## src/rtl/flow_pkg.sv

```systemverilog
`timescale 1ns/1ps
package flow_pkg;
  localparam int CHAR_W = 8;
  typedef logic [CHAR_W-1:0] char_t;

  localparam char_t PAUSE_DEFAULT  = 8'h13;
  localparam char_t RESUME_DEFAULT = 8'h11;

  localparam logic [4:0] CMD_TX_EN    = 5'b00001;
  localparam logic [4:0] CMD_TX_DIS   = 5'b00010;
  localparam logic [4:0] CMD_SOFT_RST = 5'b00011;
  localparam logic [4:0] CMD_HALT     = 5'b10101;
  localparam logic [4:0] CMD_RESUME   = 5'b10110;

  typedef enum logic [1:0] {
    INJ_NONE   = 2'd0,
    INJ_PAUSE  = 2'd1,
    INJ_RESUME = 2'd2
  } inj_e;
endpackage

```

## src/rtl/flow_char_match.sv

```systemverilog
`timescale 1ns/1ps
module flow_char_match
  import flow_pkg::*;
(
  input  logic  clk_i,
  input  logic  rst_ni,
  input  logic  soft_rst_i,
  input  logic  wr_i,
  input  logic  wr_sel_i,
  input  char_t wr_data_i,
  input  logic  rx_valid_i,
  input  char_t rx_data_i,
  input  logic  rx_break_i,
  input  logic  rx_overrun_i,
  input  logic  room_i,
  input  logic  strip_i,
  output logic  hit_pause_o,
  output logic  hit_resume_o,
  output logic  push_o,
  output char_t push_data_o,
  output char_t pause_char_o,
  output char_t resume_char_o
);
  char_t pause_q, resume_q, chr;
  logic  accept, is_pause, is_resume;
  logic  push_q;
  char_t push_data_q;

  assign chr       = rx_break_i ? '0 : rx_data_i;
  assign accept    = rx_valid_i & ~rx_overrun_i & room_i;
  assign is_pause  = (chr == pause_q);
  assign is_resume = (chr == resume_q);

  assign hit_pause_o  = accept & is_pause;
  assign hit_resume_o = accept & is_resume;

  always_ff @(posedge clk_i or negedge rst_ni) begin
    if (!rst_ni) begin
      pause_q  <= PAUSE_DEFAULT;
      resume_q <= RESUME_DEFAULT;
    end else if (soft_rst_i) begin
      pause_q  <= PAUSE_DEFAULT;
      resume_q <= RESUME_DEFAULT;
    end else if (wr_i) begin
      if (wr_sel_i) resume_q <= wr_data_i;
      else          pause_q  <= wr_data_i;
    end
  end

  always_ff @(posedge clk_i or negedge rst_ni) begin
    if (!rst_ni) begin
      push_q      <= 1'b0;
      push_data_q <= '0;
    end else begin
      push_q      <= accept & ~(strip_i & (is_pause | is_resume));
      push_data_q <= chr;
    end
  end

  assign push_o        = push_q;
  assign push_data_o   = push_data_q;
  assign pause_char_o  = pause_q;
  assign resume_char_o = resume_q;
endmodule

```

## src/rtl/flow_tx_gate.sv

```systemverilog
`timescale 1ns/1ps
module flow_tx_gate
  import flow_pkg::*;
(
  input  logic       clk_i,
  input  logic       rst_ni,
  input  logic       auto_tx_i,
  input  logic       soft_rst_i,
  input  logic       cmd_valid_i,
  input  logic [4:0] cmd_code_i,
  input  logic       hit_pause_i,
  input  logic       hit_resume_i,
  input  logic       inject_busy_i,
  output logic       gate_o
);
  logic en_q, host_halt_q, auto_halt_q;
  logic cmd_live;

  // transmitter commands are dead while a received pause holds
  assign cmd_live = cmd_valid_i & ~auto_halt_q;

  always_ff @(posedge clk_i or negedge rst_ni) begin
    if (!rst_ni) begin
      en_q        <= 1'b1;
      host_halt_q <= 1'b0;
      auto_halt_q <= 1'b0;
    end else if (soft_rst_i) begin
      host_halt_q <= 1'b0;
      auto_halt_q <= 1'b0;
    end else begin
      if (cmd_live) begin
        case (cmd_code_i)
          CMD_TX_EN:  en_q <= 1'b1;
          CMD_TX_DIS: en_q <= 1'b0;
          CMD_HALT:   if (!auto_tx_i) host_halt_q <= 1'b1;
          CMD_RESUME: if (!auto_tx_i) host_halt_q <= 1'b0;
          default: ;
        endcase
      end
      if (auto_tx_i) begin
        if (hit_pause_i)       auto_halt_q <= 1'b1;
        else if (hit_resume_i) auto_halt_q <= 1'b0;
      end
    end
  end

  assign gate_o = en_q & ~host_halt_q & ~auto_halt_q & ~inject_busy_i;
endmodule

```

## src/rtl/flow_auto_insert.sv

```systemverilog
`timescale 1ns/1ps
module flow_auto_insert
  import flow_pkg::*;
#(
  parameter int LW      = 9,
  parameter int HI_MARK = 192,
  parameter int LO_MARK = 64
) (
  input  logic          clk_i,
  input  logic          rst_ni,
  input  logic          enable_i,
  input  logic          soft_rst_i,
  input  logic [LW-1:0] level_i,
  input  logic          tx_ready_i,
  input  char_t         pause_char_i,
  input  char_t         resume_char_i,
  output logic          inject_o,
  output char_t         inject_char_o
);
  localparam logic [LW-1:0] HI = LW'(HI_MARK);
  localparam logic [LW-1:0] LO = LW'(LO_MARK);

  inj_e pend_q;
  logic remote_paused_q;

  always_ff @(posedge clk_i or negedge rst_ni) begin
    if (!rst_ni) begin
      pend_q          <= INJ_NONE;
      remote_paused_q <= 1'b0;
    end else if (soft_rst_i) begin
      pend_q          <= INJ_NONE;
      remote_paused_q <= 1'b0;
    end else if (pend_q != INJ_NONE) begin
      if (tx_ready_i) begin
        remote_paused_q <= (pend_q == INJ_PAUSE);
        pend_q          <= INJ_NONE;
      end
    end else if (enable_i) begin
      if (!remote_paused_q && level_i >= HI)     pend_q <= INJ_PAUSE;
      else if (remote_paused_q && level_i <= LO) pend_q <= INJ_RESUME;
    end
  end

  assign inject_o      = (pend_q != INJ_NONE);
  assign inject_char_o = (pend_q == INJ_PAUSE) ? pause_char_i : resume_char_i;
endmodule

```

## src/rtl/xonxoff_flow_ctrl.sv

```systemverilog
`timescale 1ns/1ps
module xonxoff_flow_ctrl
  import flow_pkg::*;
#(
  parameter int FIFO_DEPTH = 256,
  parameter int HI_MARK    = 192,
  parameter int LO_MARK    = 64,
  localparam int LW        = $clog2(FIFO_DEPTH + 1)
) (
  input  logic          clk_i,
  input  logic          rst_ni,
  input  logic [1:0]    mode_i,
  input  logic          strip_i,
  input  logic          char_wr_i,
  input  logic          char_sel_i,
  input  logic [7:0]    char_data_i,
  input  logic          cmd_valid_i,
  input  logic [4:0]    cmd_code_i,
  input  logic          rx_valid_i,
  input  logic [7:0]    rx_data_i,
  input  logic          rx_break_i,
  input  logic          rx_overrun_i,
  input  logic [LW-1:0] rx_level_i,
  output logic          rx_push_o,
  output logic [7:0]    rx_push_data_o,
  input  logic          tx_ready_i,
  output logic          tx_gate_o,
  output logic          tx_inject_o,
  output logic [7:0]    tx_inject_char_o,
  output logic          tx_flush_o
);
  logic  soft_rst, room, hit_pause, hit_resume, flush_q;
  char_t pause_char, resume_char;

  assign soft_rst = cmd_valid_i & (cmd_code_i == CMD_SOFT_RST);
  assign room     = rx_level_i < LW'(FIFO_DEPTH);

  flow_char_match i_match (
    .clk_i, .rst_ni,
    .soft_rst_i   (soft_rst),
    .wr_i         (char_wr_i),
    .wr_sel_i     (char_sel_i),
    .wr_data_i    (char_data_i),
    .rx_valid_i,
    .rx_data_i,
    .rx_break_i,
    .rx_overrun_i,
    .room_i       (room),
    .strip_i,
    .hit_pause_o  (hit_pause),
    .hit_resume_o (hit_resume),
    .push_o       (rx_push_o),
    .push_data_o  (rx_push_data_o),
    .pause_char_o (pause_char),
    .resume_char_o(resume_char)
  );

  flow_tx_gate i_gate (
    .clk_i, .rst_ni,
    .auto_tx_i    (mode_i[0]),
    .soft_rst_i   (soft_rst),
    .cmd_valid_i,
    .cmd_code_i,
    .hit_pause_i  (hit_pause),
    .hit_resume_i (hit_resume),
    .inject_busy_i(tx_inject_o),
    .gate_o       (tx_gate_o)
  );

  flow_auto_insert #(.LW(LW), .HI_MARK(HI_MARK), .LO_MARK(LO_MARK)) i_insert (
    .clk_i, .rst_ni,
    .enable_i     (mode_i[1]),
    .soft_rst_i   (soft_rst),
    .level_i      (rx_level_i),
    .tx_ready_i,
    .pause_char_i (pause_char),
    .resume_char_i(resume_char),
    .inject_o     (tx_inject_o),
    .inject_char_o(tx_inject_char_o)
  );

  always_ff @(posedge clk_i or negedge rst_ni) begin
    if (!rst_ni) flush_q <= 1'b0;
    else         flush_q <= soft_rst;
  end
  assign tx_flush_o = flush_q;
endmodule

```

## config.mk

```make
export PLATFORM = sky130hd
export DESIGN_NAME = xonxoff_flow_ctrl
export DESIGN_NICKNAME = d
export VERILOG_FILES = /design/src/rtl/flow_pkg.sv /design/src/rtl/flow_char_match.sv /design/src/rtl/flow_tx_gate.sv /design/src/rtl/flow_auto_insert.sv /design/src/rtl/xonxoff_flow_ctrl.sv
export SDC_FILE = /design/constraint.sdc
export NUM_CORES = 1
export LEC_CHECK = 0
export BUFFER_PORTS_ARGS = -buffer_cell sky130_fd_sc_hd__buf_2
export CAP_MARGIN = 20
export CORE_MARGIN = 2
export CORE_UTILIZATION = 52
export CTS_BUF_LIST = sky130_fd_sc_hd__clkbuf_2
export DETAILED_ROUTE_END_ITERATION = 7
export GPL_ROUTABILITY_DRIVEN = 1
export PLACE_DENSITY = 0.82
export SYNTH_ARGS = -nofsm -noshare
export SYNTH_HDL_FRONTEND = slang
export SYNTH_SLANG_ARGS = --single-unit
export TNS_END_PERCENT = 20
```

## constraint.sdc

```tcl
create_clock -name clk_i -period 1.9 [get_ports clk_i]
set_input_delay 0.19 -clock clk_i [delete_from_list [all_inputs] [get_ports clk_i]]
set_output_delay 0.19 -clock clk_i [all_outputs]
set_load 0.02 [all_outputs]
```

# Word level (Yosys, flattened, before mapping)
# Index checks and enable logic that the tools add are counted.
# op_classes
magnitude_cmp	3
eq_ne	12
muxes	27
bitwise_logic	18
reduce_logical	22
# ops
op	count
8-bit 2-to-1 mux	8
8-bit equality test	2
2-bit nonzero test	8
2-bit 2-to-1 mux	6
1-bit bitwise AND	11
1-bit 2-to-1 mux	11
5-bit by 2-bit equality test with 1-bit output (second input constant)	2
5-bit equality test (second input constant)	2
9-bit by 8-bit greater-or-equal comparator with 1-bit output (second input constant)	1
9-bit by 7-bit less-or-equal comparator with 1-bit output (second input constant)	1
9-bit less-than comparator (second input constant)	1
3-bit != test (second input constant)	3
3-bit nonzero test	3
2-bit AND reduction	4
1-bit inverter	6
3-bit AND reduction	2
5-bit by 1-bit equality test with 1-bit output (second input constant)	1
1-bit case mux with 2 select lines	2
4-bit AND reduction	1
4-bit nonzero test	1
2-bit by 1-bit equality test with 1-bit output (second input constant)	1
1-bit logical AND	2
2-bit by 1-bit != test with 1-bit output (second input constant)	1
1-bit logical NOT	1
1-bit bitwise OR	1
# totals
regBits	32
inputBits	42
elab_cells	92

# Longest topological paths before layout
# depth
depth_word	8
ltp_mapped	6

# By module
# A second synthesis with hierarchy kept.
# unflattened
hier_cells	205
hier_area_um2	1924.3
# by_module_without_submodules
mod	instances	cells_each	area_each_um2	seq_area_each_um2
flow_char_match	1	156	1432.6	631.9
flow_auto_insert	1	26	264.0	75.1
flow_tx_gate	1	19	180.2	76.3
xonxoff_flow_ctrl	1	4	47.5	25.0

# Worst setup path before layout
# Ideal clock, no wire load.
# synth_path
kind	flip-flop to output port
startpoint	reg i_insert.pend_q[0]
endpoint	out tx_gate_o
t_arrival_ns	1.425
slack_ns	0.285
path_stages_with_launch	4
path_buffers	0
cell_sequence	dfrtp_1 nor2_1 inv_1 nor4b_1
# synth_between
elab_chain_len	3
# synth_lines
element	line_no	text
start, declared	flow_auto_insert.sv:23	inj_e pend_q;
start signal, assigned	flow_auto_insert.sv:28	pend_q <= INJ_NONE;
start signal, assigned	flow_auto_insert.sv:31	pend_q <= INJ_NONE;
start signal, assigned	flow_auto_insert.sv:36	pend_q <= INJ_NONE;
2-bit nonzero test	flow_auto_insert.sv:44	assign inject_o = (pend_q != INJ_NONE);
net tx_inject_o	xonxoff_flow_ctrl.sv:28	output logic tx_inject_o,
1-bit inverter	flow_tx_gate.sv:47	assign gate_o = en_q & ~host_halt_q & ~auto_halt_q & ~inject_busy_i;
1-bit bitwise AND	flow_tx_gate.sv:47	
end, declared	xonxoff_flow_ctrl.sv:27	output logic tx_gate_o,
# The timed path passes the listed nets, and every way through them passes these cells.

# Final worst setup path
# layout_path
startpoint	reg i_insert.pend_q[0]
endpoint	out tx_inject_char_o[3]
# layout_between
elab_chain_len	2
# layout_lines
element	line_no	text
2-bit by 1-bit equality test with 1-bit output	flow_auto_insert.sv:45	assign inject_char_o = (pend_q == INJ_PAUSE) ? pause_char_i : resume_char_i;
8-bit 2-to-1 mux	flow_auto_insert.sv:45	
end, declared	xonxoff_flow_ctrl.sv:29	output logic [7:0] tx_inject_char_o,
# Every way passes these cells.

==> flow_metrics.env <==
export IMPL_synth_most_common_cell="nand2_1"
export IMPL_period_minus_slack_ns=1.83
export IMPL_critPathMaxStageDelay_ns=0.42
export IMPL_irDropWorstVdd_mv=0.458
export IMPL_ys_flop_type="dfrtp_1"
export IMPL_synthSimpleGateAreaFrac_pct=28.3
export IMPL_finalPower_uw=1750
export IMPL_via_count=1714
export IMPL_path_depth=4
export IMPL_p_sw_uw=629
export IMPL_nets=312
export IMPL_synth_adder_area_share_pct=0
export IMPL_synth_top_family_by_area="simple AND/OR/NAND/NOR gates"
export IMPL_dp_cells=302
export IMPL_status="finished, final reports clean"
export IMPL_required_ns=1.71
export IMPL_yosysTopAreaCellShare_pct=35.5
export IMPL_initial_utilization_pct=54.5
export IMPL_ys_top_cells_by_count="43 x nand2_1, 26 x dfrtp_1, 15 x a21oi_1, 13 x nor2_1, 10 x nor2b_1"
export IMPL_grt_pass1_vias=1692
export IMPL_die_h_um=63.4
export IMPL_cts_buffers_inserted=5
export IMPL_power_density_mw_per_mm2=758
export IMPL_cts_setup_buffers=0
export IMPL_core_mm2=0.00336
export IMPL_cts_root_buffer="clkbuf_2"
export IMPL_grt_start_max_net_pins=33
export IMPL_ys_ff_latch=32
export IMPL_netlist_area_mm2=0.00183
export IMPL_antenna_found_initial=0
export IMPL_final_cells=317
export IMPL_synth_cell_type_count=42
export IMPL_firstDrtPassIters=4
export IMPL_drt_wl_total_mm=4.20
export IMPL_yosysTopAreaCell="dfrtp_1"
export IMPL_p_clk_share_pct=18.6
export IMPL_grt_ovfl_total=0
export IMPL_reg2reg_depth=5
export IMPL_ant_nets=0
export IMPL_rows=21
export IMPL_cts_path_max_buffers=2
export IMPL_worst_setup_path_start_kind="register"
export IMPL_synth_area_top_cells="dfrtp_1 36%, nand2_1 8.8%, dfstp_2 8.6%"
export IMPL_syn_inst=198
export IMPL_drc=0
export IMPL_syn_avg_cell_area_um2=9.25
export IMPL_slew_headroom_pct=54.1
export IMPL_pin_count=62
export IMPL_drive_above_1_share_pct=33.9
export IMPL_switching_share_pct=36.0
export IMPL_crit_arrival_ns=1.64
export IMPL_syn_to_final_growth_pct=25.9
export IMPL_crit_chain="nor2b_1 -> buf_4 -> mux2_2 -> buf_2"
export IMPL_setup_viol=0
export IMPL_die_x_um=63.4
export IMPL_skew_ns=0.0146
export IMPL_dieArea_mm2=0.00401
export IMPL_clock_latency_ns=0.38
export IMPL_clkTransAtPathRegs_ns=0.18
export IMPL_hpwl_mm=3.05
export IMPL_drv_cap=0
export IMPL_cts_sinks=32
export IMPL_p_seq_share_pct=49.0
export IMPL_via_per_inst=5.41
export IMPL_critical_path_top_delay_family="flip-flops"
export IMPL_place_congestion=0.745
export IMPL_hold_viol=0
export IMPL_grt_util_all_layers_pct=23.7
export IMPL_intPower_uw=1120
export IMPL_synth_compound_area_share_pct=16.1
export IMPL_fin_ws_ns=0.0692
export IMPL_pre_cts_ws_ns=0.183
export IMPL_synth_xor_area_share_pct=3.83
export IMPL_synth_area_mux_share_pct=4.92
export IMPL_p_comb_share_pct=32.4
export IMPL_syn_nets=240
export IMPL_grt_pass1_wl_mm=7.58
export IMPL_fmax_mhz=546
export IMPL_rsz0062_at_grt="yes"
export IMPL_tightest_slew_ns=0.689
export IMPL_async_flop_share_pct=100
export IMPL_critPathKind="reg -> out"
export IMPL_fin_crit_sh_pct=96.4
export IMPL_ys_seq_area_share_pct=44.1
export IMPL_crit_slowest_cell="dfrtp_1"
export IMPL_hp_class="in -> reg"
export IMPL_worst_path_max_fanout=8
export IMPL_yosys_warnings=0
export IMPL_worst_path_buf_inv=2
export IMPL_p_leak_uw=0.00110
export IMPL_hold_slack_ns=0.0132
export IMPL_cts_tree="built"
export IMPL_cts_htree_levels=2
export IMPL_fill_cells=308
export IMPL_first_iter_violations=74
export IMPL_setup_worst_path_end_class="primary output"
export IMPL_slew_viol_final=0
export IMPL_min_delay_path_depth=3
export IMPL_synth_edf_count=0
export IMPL_port_buffers=61
export IMPL_wl_per_cell_um=13.2
export IMPL_n_antenna_cell=0
==> tightest hold or removal path, cell delays in order <==
cell,delay (ns)
buf_2,0.11
nand2_1,0.05
nand3_1,0.06
==> flip-flops by register name, summed over array words and instances, names as in the netlist <==
register	count
i_insert.remote_paused_q	1
i_match.push_o	1
i_match.resume_char_o	8
i_match.pause_char_o	8
i_gate.auto_halt_q	1
i_insert.pend_q	2
i_gate.host_halt_q	1
i_match.push_data_o	8
tx_flush_o	1
i_gate.en_q	1
==> cell usage in the layout (no fill, tap or decap), drive strengths merged, types with 2 or more instances in the layout <==
cell | synthesis | routed
dfstp | 6 | 6
a31oi | 2 | 2
clkinvlp | 0 | 2
nand3 | 7 | 7
xor2 | 6 | 6
clkbuf | 5 | 5
o21ai | 2 | 2
xnor2 | 2 | 2
or4 | 2 | 2
buf | 2 | 65
and4bb | 2 | 2
nor4b | 7 | 7
nand2 | 43 | 43
nand2b | 2 | 2
a32o | 2 | 2
dfrtp | 26 | 26
o21ba | 2 | 2
dlygate4sd3 | 0 | 7
nor2 | 13 | 13
o32ai | 4 | 4
o21bai | 2 | 2
inv | 4 | 4
o31ai | 2 | 2
a21oi | 15 | 15
nor2b | 10 | 10
mux2 | 8 | 8
nor3 | 10 | 10
==> power groups by stage <==
stage | combinational, uW | sequential [uW] | clock [uW]
after floorplan | 359 | 855 | 0
after global placement | 544 | 863 | 0
after detailed placement | 551 | 867 | 0
after CTS | 561 | 854 | 333
after global routing | 623 | 871 | 379
final | 567 | 855 | 325
==> logic make-up (layout without fill, tap and decap cells) <==
kind of cell              Yosys count  after routing
AOI/OAI and AO/OA                  39             39
muxes                               8              8
buffers and inverters              11             84
xor gates and xnor gates            8              8
and+or+nand+nor                   100            100
DFF                                32             32
==> per-stage QoR <==
| stage | setup TNS [ns] | utilization, % | cell area, um^2 |
|---|---|---|---|
| 6_report | 0 | 68.6 | 2310 |
| 5_1_grt | -0.101 | 68.6 | 2310 |
| 4_1_cts | 0 | 67.9 | 2280 |
| 3_5_place_dp | 0 | 65.1 | 2190 |
| 3_3_place_gp | 0 | 65.1 | 2190 |
| 2_1_floorplan | 0 | - | 1830 |
==> final cells by class <==
type | instances | area (um^2) | share of cell area [%]
timing repair buffer | 72 | 408 | 17.7
inverter | 4 | 15.0 | 0.651
multi-input combinational | 155 | 973 | 42.2
tap | 46 | 57.6 | 2.50
clock inverter | 3 | 18.8 | 0.814
sequential | 32 | 808 | 35.1
clock buffer | 5 | 25.0 | 1.09
==> final timing paths <==
path                                         start                  endpoint  slack, ns
max                             i_insert.pend_q[0]       tx_inject_char_o[3]       0.07
min                                 char_data_i[4]  i_match.resume_char_o[4]       0.01
max reg2reg                i_match.pause_char_o[0]            i_match.push_o       0.10
min reg2reg                            i_gate.en_q               i_gate.en_q       0.50
max in group asynchronous                   rst_ni    i_match.push_data_o[5]       1.08
min in group asynchronous                   rst_ni                tx_flush_o       0.37
==> timing repair <==
| action | 4_1_cts | 5_1_grt |
|---|---|---|
| gates resized for setup | 0 | 1 |
| endpoints found under the setup margin | 0 | 9 |
| endpoints found under the hold margin | 29 | 2 |
| hold buffers | 5 | 2 |
==> layer usage <==
metal / routed length, um / vias to the layer above / share of wire (%) / global-route usage, %
met5: 0 / - / 0 / 0
met4: 78 / 0 / 1.9 / 9.51
met3: 249 / 7 / 5.9 / 4.82
met2: 1990 / 53 / 47 / 38.0
met1: 1880 / 802 / 45 / 31.2
li1: - / 852 / - / -
(Power assumes the default switching activity.)
